===== config.mk =====
export PLATFORM = sky130hd
export DESIGN_NAME = mux_bus_unit
export DESIGN_NICKNAME = d
export VERILOG_FILES = /design/src/rtl/mux_bus_unit.sv
export SDC_FILE = /design/constraint.sdc
export NUM_CORES = 1
export LEC_CHECK = 0
export CAP_MARGIN = 20
export CORE_UTILIZATION = 30
export CTS_CLUSTER_SIZE = 28
export DETAILED_ROUTE_END_ITERATION = 12
export DONT_BUFFER_PORTS = 1
export PLACE_DENSITY = 0.47
export SYNTH_ARGS = -nofsm -noshare
export SYNTH_HDL_FRONTEND = slang
export SYNTH_SLANG_ARGS = --single-unit

===== constraint.sdc =====
create_clock -name clk -period 10.5 [get_ports clk]
set_clock_uncertainty 0.05 [all_clocks]
set_input_delay 0 -clock clk [delete_from_list [all_inputs] [get_ports clk]]
set_output_delay 0 -clock clk [all_outputs]
set_load 0.01 [all_outputs]

===== src/rtl/mux_bus_unit.sv =====
module mux_bus_unit #(
  parameter int BUS_W     = 32,
  parameter int WB_DEPTH  = 4,
  parameter int BURST_LEN = 4
)(
  input  logic                       clk,
  input  logic                       rst_n,
  input  logic                       cfg_half_rate,
  input  logic                       cfg_slow_turn,
  input  logic                       st_valid,
  input  logic [BUS_W-1:0]           st_addr,
  input  logic [BUS_W-1:0]           st_data,
  output logic                       st_ready,
  input  logic                       rd_req,
  input  logic [BUS_W-1:0]           rd_addr,
  input  logic                       rd_burst,
  output logic                       rd_busy,
  output logic                       rd_done,
  output logic [$clog2(BURST_LEN+1)-1:0] rd_count,
  output logic [BURST_LEN*BUS_W-1:0] rd_data,
  output logic                       bus_tick,
  output logic                       ale,
  output logic                       ad_oe,
  output logic [BUS_W-1:0]           ad_out,
  input  logic [BUS_W-1:0]           ad_in,
  output logic                       bus_rd,
  output logic                       bus_wr,
  input  logic                       bus_ack
);
  localparam int PTR_W  = $clog2(WB_DEPTH);
  localparam int CNT_W  = $clog2(WB_DEPTH + 1);
  localparam int BEAT_W = $clog2(BURST_LEN);
  localparam int RCNT_W = $clog2(BURST_LEN + 1);

  typedef enum logic [1:0] {S_IDLE, S_ADDR, S_DATA, S_TURN} bus_state_t;

  bus_state_t        state;
  logic              phase;
  logic              is_read;
  logic              rd_pend;
  logic [BUS_W-1:0]  rd_a;
  logic              rd_b;
  logic [BEAT_W-1:0] beat;
  logic [BEAT_W-1:0] last_beat;
  logic              done_q;
  logic [RCNT_W-1:0] count_q;

  logic [BUS_W-1:0]  wb_addr [WB_DEPTH];
  logic [BUS_W-1:0]  wb_data [WB_DEPTH];
  logic [PTR_W-1:0]  wr_ptr, rd_ptr;
  logic [CNT_W-1:0]  wb_count;
  logic [BUS_W-1:0]  rbuf [BURST_LEN];

  logic push, pop, beat_end;

  assign bus_tick  = !cfg_half_rate || phase;
  assign st_ready  = wb_count != CNT_W'(WB_DEPTH);
  assign push      = st_valid && st_ready;
  assign beat_end  = (state == S_DATA) && bus_tick && bus_ack;
  assign pop       = beat_end && !is_read;
  assign last_beat = rd_b ? BEAT_W'(BURST_LEN - 1) : '0;

  assign ale      = state == S_ADDR;
  assign bus_wr   = (state == S_DATA) && !is_read;
  assign bus_rd   = (state == S_DATA) && is_read;
  assign ad_oe    = ale || bus_wr;
  assign rd_busy  = rd_pend;
  assign rd_done  = done_q;
  assign rd_count = count_q;

  always_comb begin
    ad_out = '0;
    if (ale)         ad_out = is_read ? rd_a : wb_addr[rd_ptr];
    else if (bus_wr) ad_out = wb_data[rd_ptr];
  end

  always_ff @(posedge clk) begin
    if (push) begin
      wb_addr[wr_ptr] <= st_addr;
      wb_data[wr_ptr] <= st_data;
    end
  end

  always_ff @(posedge clk) begin
    if (!rst_n) begin
      wr_ptr   <= '0;
      rd_ptr   <= '0;
      wb_count <= '0;
    end else begin
      if (push) wr_ptr <= wr_ptr + PTR_W'(1);
      if (pop)  rd_ptr <= rd_ptr + PTR_W'(1);
      case ({push, pop})
        2'b10:   wb_count <= wb_count + CNT_W'(1);
        2'b01:   wb_count <= wb_count - CNT_W'(1);
        default: wb_count <= wb_count;
      endcase
    end
  end

  always_ff @(posedge clk) begin
    if (!rst_n) phase <= 1'b1;
    else        phase <= !phase;
  end

  always_ff @(posedge clk) begin
    if (!rst_n) begin
      rd_pend <= 1'b0;
      rd_a    <= '0;
      rd_b    <= 1'b0;
    end else if (rd_req && !rd_pend) begin
      rd_pend <= 1'b1;
      rd_a    <= rd_addr;
      rd_b    <= rd_burst;
    end else if (beat_end && is_read && beat == last_beat) begin
      rd_pend <= 1'b0;
    end
  end

  always_ff @(posedge clk) begin
    if (!rst_n) begin
      state   <= S_IDLE;
      is_read <= 1'b0;
      beat    <= '0;
      done_q  <= 1'b0;
      count_q <= '0;
    end else begin
      done_q <= 1'b0;
      if (bus_tick) begin
        case (state)
          S_IDLE: begin
            if (wb_count != '0) begin
              state   <= S_ADDR;
              is_read <= 1'b0;
            end else if (rd_pend) begin
              state   <= S_ADDR;
              is_read <= 1'b1;
              beat    <= '0;
            end
          end
          S_ADDR: state <= S_DATA;
          S_DATA: begin
            if (bus_ack) begin
              if (!is_read) begin
                state <= S_IDLE;
              end else if (beat == last_beat) begin
                done_q  <= 1'b1;
                count_q <= RCNT_W'(beat) + RCNT_W'(1);
                state   <= cfg_slow_turn ? S_TURN : S_IDLE;
              end else begin
                beat <= beat + BEAT_W'(1);
              end
            end
          end
          default: state <= S_IDLE;
        endcase
      end
    end
  end

  always_ff @(posedge clk) begin
    if (!rst_n) begin
      for (int i = 0; i < BURST_LEN; i++) rbuf[i] <= '0;
    end else if (beat_end && is_read) begin
      rbuf[beat] <= ad_in;
    end
  end

  for (genvar g = 0; g < BURST_LEN; g++) begin : g_rflat
    assign rd_data[g*BUS_W +: BUS_W] = rbuf[g];
  end

  AST_RESET_QUIET: assert property (@(posedge clk) !rst_n |=> !ale && !ad_oe && !rd_done);
  AST_NO_OVERFLOW: assert property (@(posedge clk) disable iff (!rst_n) wb_count <= CNT_W'(WB_DEPTH));
  AST_FULL_BLOCKS: assert property (@(posedge clk) disable iff (!rst_n) (wb_count == CNT_W'(WB_DEPTH) && !pop) |=> !st_ready);
  AST_ALE_CLEAN: assert property (@(posedge clk) disable iff (!rst_n) ale |-> ad_oe && !bus_rd && !bus_wr);
  AST_ALE_ONE_TICK: assert property (@(posedge clk) disable iff (!rst_n) (!cfg_half_rate && ale) |=> !ale);
  AST_ACK_ENDS_WRITE: assert property (@(posedge clk) disable iff (!rst_n) (bus_wr && !(bus_tick && bus_ack)) |=> bus_wr);
  AST_READ_AFTER_DRAIN: assert property (@(posedge clk) disable iff (!rst_n) ($rose(ale) && is_read) |-> $past(wb_count) == '0);
  AST_DONE_PULSE: assert property (@(posedge clk) disable iff (!rst_n) rd_done |=> !rd_done);
  AST_HALF_HOLD: assert property (@(posedge clk) disable iff (!rst_n) (cfg_half_rate && !bus_tick) |=> $stable(ale) && $stable(bus_rd) && $stable(bus_wr));
endmodule


### Word level (Yosys, flattened, before mapping)

Memory sizes are Yosys's and may differ from the RTL's. A register that Yosys moved wholly into a read port is not among the register bits.
Cells that the tools add are included.

| word-level totals | value |
|---|---|
| memories kept | 3 |
| RAM bits | 384 |
| bits in registers | 51 |
| logic and storage cells | 97 |
| input port bits | 136 |

Memory list:

| memory | words | width | read ports | clocked after memory_dff | wr ports | RTL line | text |
|---|---|---|---|---|---|---|---|
| rbuf | 4 | 32 | 4 | 0 | 4 | 52 | `logic [BUS_W-1:0] rbuf [BURST_LEN];` |
| wb_addr | 4 | 32 | 1 | 1 | 1 | 48 | `logic [BUS_W-1:0] wb_addr [WB_DEPTH];` |
| wb_data | 4 | 32 | 1 | 1 | 1 | 49 | `logic [BUS_W-1:0] wb_data [WB_DEPTH];` |

| operators by class | value |
|---|---|
| mux-type cells | 36 |
| reduce and logical (&&, ||, !) cells | 27 |
| equal/unequal tests | 13 |
| $add $sub $neg | 6 |

Operator list:

| cell | count |
|---|---|
| 32-bit two-way mux | 4 |
| 2-bit two-way mux | 17 |
| 32-bit OR reduction | 1 |
| 1-bit two-way mux | 12 |
| 2-bit inequality test (second input constant) | 5 |
| 5-bit AND reduction | 2 |
| 1-bit logical AND | 9 |
| 2-bit nonzero test | 4 |
| 7-bit AND reduction | 1 |
| 2-bit by 1-bit adder with 2-bit output (second input constant) | 3 |
| 3-bit inequality test (second input constant) | 2 |
| 2-bit case mux with 3 select lines | 1 |
| 3-bit case mux with 2 select lines | 1 |
| 2-bit by 1-bit equality test with 1-bit output (second input constant) | 2 |
| 2-bit equality test (second input constant) | 2 |
| 1-bit logical NOT | 4 |
| 2-bit case mux with 2 select lines | 1 |
| 4-bit AND reduction | 1 |
| 2-bit by 1-bit adder with 3-bit output (second input constant) | 1 |
| 3-bit by 1-bit adder with 3-bit output (second input constant) | 1 |
| 3-bit by 2-bit inequality test with 1-bit output (second input constant) | 1 |
| 3-bit AND reduction | 1 |
| 3-bit nonzero test | 1 |
| 3-bit by 1-bit subtractor with 3-bit output (second input constant) | 1 |
| 3 further kinds | 4 |

### Logic depth before layout (Yosys ltp)

| logic depth | value |
|---|---|
| depth after elaboration | 10 |
| gate-level depth with buffers | 9 |
| gate-level depth less buffers | 9 |

### Worst setup path before layout

Ideal clock, no wire load.

| timing path | value |
|---|---|
| path kind | register -> register |
| start point | register is_read |
| end point | memory rbuf[3][0] (enable) |
| clock period less this slack | 3.779 ns |
| stages on the path, launching flop included | 6 |
| required time | 9.984 ns |
| path buffers | 2 |
| data arrival time | 3.264 ns |
| slack | 6.721 ns |
| cells stage by stage | dfxtp_1 -> buf_4 -> and3b_4 -> nand3_4 -> clkbuf_1 -> o21ai_0 |

RTL lines:

| element | RTL line | text |
|---|---|---|
| start, declared | 39 | `logic is_read;` |
| start signal, assigned | 122 | `is_read <= 1'b0;` |
| start signal, assigned | 133 | `is_read <= 1'b0;` |
| start signal, assigned | 136 | `is_read <= 1'b1;` |
| end, declared | 52 |  |

==> out/metrics.csv <==
stage,metric,value,unit
critical_path,max_stage_delay,0.75,ns
run,maxCapViolations,0,
power,power.total,4.160,mW
final_layout,fin_nets,1350,
sta,grt_setup_unrepaired,no,
global_route,grt_max_degree,92,
critical_path,reg2reg_to,rbuf[1][4],
final_layout,drive_above_1_share,0.1589,
detailed_routing,viasPerCell,4.634,
power,pwr-share-seq,0.491,
worst_hold_path,whs_endpoint,rd_b,
clock_network,worstSkewPairLatency,0.58,ns
sta,worst_slew_pin_slew,1.072,ns
yosys,synthTopCellsByCount,"384 x edfxtp_1, 178 x nand2_1, 102 x nor2_1, 64 x mux4_2, 53 x dfxtp_1",
power,clkPwrFrac,0.402,
yosys,synth_edf_count,384,
floorplan,io_pins,307,
yosys,yosysWarningCount,0,
clock_network,htree_levels,2,
sta,min_period,3.350,ns
sta,tns,0,ns
detailed_routing,finalWirelength,43150,µm
sta,fin_crit_sh,0.3191,
yosys,synth_seq_area_share,0.7515,
detailed_routing,drc,0,
place,place.gp.congestion,0.7594,
final_layout,area_growth,25.23,%
clock_network,cts.sinks,437,
yosys,synthArstFlopShare,0,
power,netSwitchingFraction,0.2456,
critical_path,endpoint_kind,output pin,
sta,relSlewSlack,0.2840,
critical_path,crit_type,flip-flop to output pin,
detailed_routing,wl_per_cell,21.62,µm
worst_hold_path,hold_class,input port to flip-flop,
critical_path,path_max_fanout,37,
floorplan,fp-row-count,86,
yosys,ys_types,47,
sta,drv_slew,0,
yosys,yosys.area.top_type,edfxtp_1,
clock_network,cts_tree,yes,
yosys,synthFlopType,edfxtp_1,
global_route,grt_pass1_vias,9723,
floorplan,initial_core_util,0.3041,
global_route,grt_pass1_wl,63640,µm
power,internal-power,3.138,mW
critical_path,crit_arrival,3.30,ns
yosys,syn_area,16750,µm²
clock_network,cts_made_buffers,47,
critical_path,required,10.45,ns
yosys,yosysMostFrequentCell,edfxtp_1,
power,powerDensity,198.3,nW/µm²
floorplan,dieArea,56800,µm²
global_route,antenna_found_initial,8,
place,dpl.hpwl,25810,µm
detailed_routing,drtIter0Drc,429,
power,ir_drop,0.1240,mV
power,p_leak,6.944,nW
clock_network,clk_path_buf_depth,3,
floorplan,coreArea,55090,µm²
yosys,syn-num-nets,1166,
clock_network,cts_root_buf,clkbuf_16,
global_route,gr-total-overflow,0,
sta,setup_violations,0,
worst_hold_path,hold_path_startpoint,rd_req,
final_layout,fin_util,0.3809,
floorplan,die_x,238.3,µm
sta,fmax,298.5,MHz
critical_path,r2r_cells,6,
yosys,ys_ff_latch,437,
power,netSwitchingPower,1.022,mW
detailed_routing,via_count,9249,
run_status,outcome,"complete, but fails checks",
critical_path,crit_path_start_kind,flip-flop,
yosys,ys_top_cells_by_area,"edfxtp_1 69%, mux4_2 8.6%, dfxtp_1 6.3%",
sta,hold_viol,1,
critical_path,worst-r2r-setup-slack,7.21,ns
clock_network,ctsResizeCount,0,
sta,hold_ws,-0.03146,ns
critical_path,r2r-start,state[1],
global_route,grt_usage,0.1519,
floorplan,die_h,238.3,µm
power,p_comb_frac,0.106,
critical_path,crit_chain,buf_4 -> mux4_2 -> a22oi_1 -> nand2_1,
yosys,netlist.area_leader.share,0.6882,
detailed_routing,drt_pass1_iterations,4,
final_layout,nFillCells,5167,
critical_path,cpMaxStageDelayCell,dfxtp_4,
run_status,violations,hold timing,
clock_network,clkTransAtPathRegs,0.06,ns
worst_hold_path,hold_path_depth,3,
place,io_buffers,0,
yosys,synthCells,1023,
yosys,synth_area_per_cell,16.38,µm²
detailed_routing,ant_nets,0,
## metrics by stage
stage | hold slack, ns | std cells | setup slack [ns] | instance area (µm²)
2_1_floorplan | 0.04887 | 1023 | 6.721 | 16750
3_3_place_gp | 0.04902 | 1723 | 7.158 | 17550
3_5_place_dp | 0.04904 | 1724 | 7.148 | 17570
4_1_cts | 0.001087 | 1994 | 7.003 | 20980
5_1_grt | 0.01080 | 1996 | 6.851 | 20980
6_report | -0.03146 | 1996 | 7.150 | 20980
## state kept, by name (all words and copies together) (netlist names), 2 cells and up, named ones only
signal	cells
rd_ptr	2
wr_ptr	2
rd_count	3
wb_data	128
wb_addr	128
state	2
beat	2
rd_a	32
wb_count	3
rbuf	128
## routing by layer
layer  GRT usage  wire length, µm
met1      0.1865            17990
met4     0.05031             1123
met2      0.2584            21140
met3     0.04049             2844
met5           0               49
## power groups by stage
stage / Clock (mW) / Combinational, mW / Sequential [mW]
after floorplan: 0 / 0.270 / 2.06
after global placement: 0 / 0.379 / 2.08
after detailed placement: 0 / 0.381 / 2.08
after CTS: 1.72 / 0.457 / 2.05
after global routing: 1.78 / 0.484 / 2.05
final: 1.67 / 0.443 / 2.04
## what timing repair did
item | CTS | global route
buffers inserted | 0 | 0
hold endpoints to repair | 629 | 0
hold buffers | 182 | 0
## kinds of logic (layout without fill, tap and decap cells)
kind of cell,Yosys count,in the layout,share of synthesized area
xor+xnor,5,5,0.002614
simple gates,348,348,0.09335
mux,67,67,0.08789
buf+inv,70,293,0.02046
flops,437,437,0.7515
other cells,0,2,0
compound gates,89,89,0.03846
fa+ha+maj,7,7,0.005675
## cells in the final DEF, fill, tap and decap left out, drive strengths merged, types with 4 or more instances in the layout
master       instances
dlygate4sd3        181
xnor2                4
ha                   6
and3                 5
or3b                 5
bufinv               5
inv                 10
nand2              178
edfxtp             384
clkinv              19
nor2               131
clkbuf              60
a22oi               32
and2                 7
mux4                64
o21ai                9
buf                 16
nor2b                4
a21boi              39
dfxtp               53
## final cells by class
class / count / area (µm²) / share of cell area
Clock inverter: 28 / 306.5 / 0.01461
Sequential cell: 437 / 12600 / 0.6005
Timing Repair Buffer: 197 / 1964 / 0.09362
Tap cell: 748 / 935.9 / 0.04460
Inverter: 8 / 30.03 / 0.001431
Antenna cell: 2 / 5.005 / 0.0002385
Multi-Input combinational cell: 516 / 3876 / 0.1847
Clock buffer: 60 / 1265 / 0.06029
## how the worst max path moves through the flow
| stage | endpoint | depth (start not counted) |
|---|---|---|
| 4_1_cts | ad_out[12] | 4 |
| 3_3_place_gp | rbuf[1][7] | 6 |
| 3_5_place_dp | rbuf[1][3] | 6 |
| 5_1_grt | ad_out[12] | 4 |
| 2_1_floorplan | rbuf[3][0] | 5 |
| 6_report | ad_out[12] | 4 |
## worst max-delay path: cells and delay by family (launching register included)
family                 cells  cell delay, ns
DFF                        1            0.75
AOI/OAI and AO/OA          1            0.42
buffers and inverters      1            0.73
and+or+nand+nor            1            0.18
muxes                      1            0.59
No activity file was read; power rests on OpenSTA's default activity.
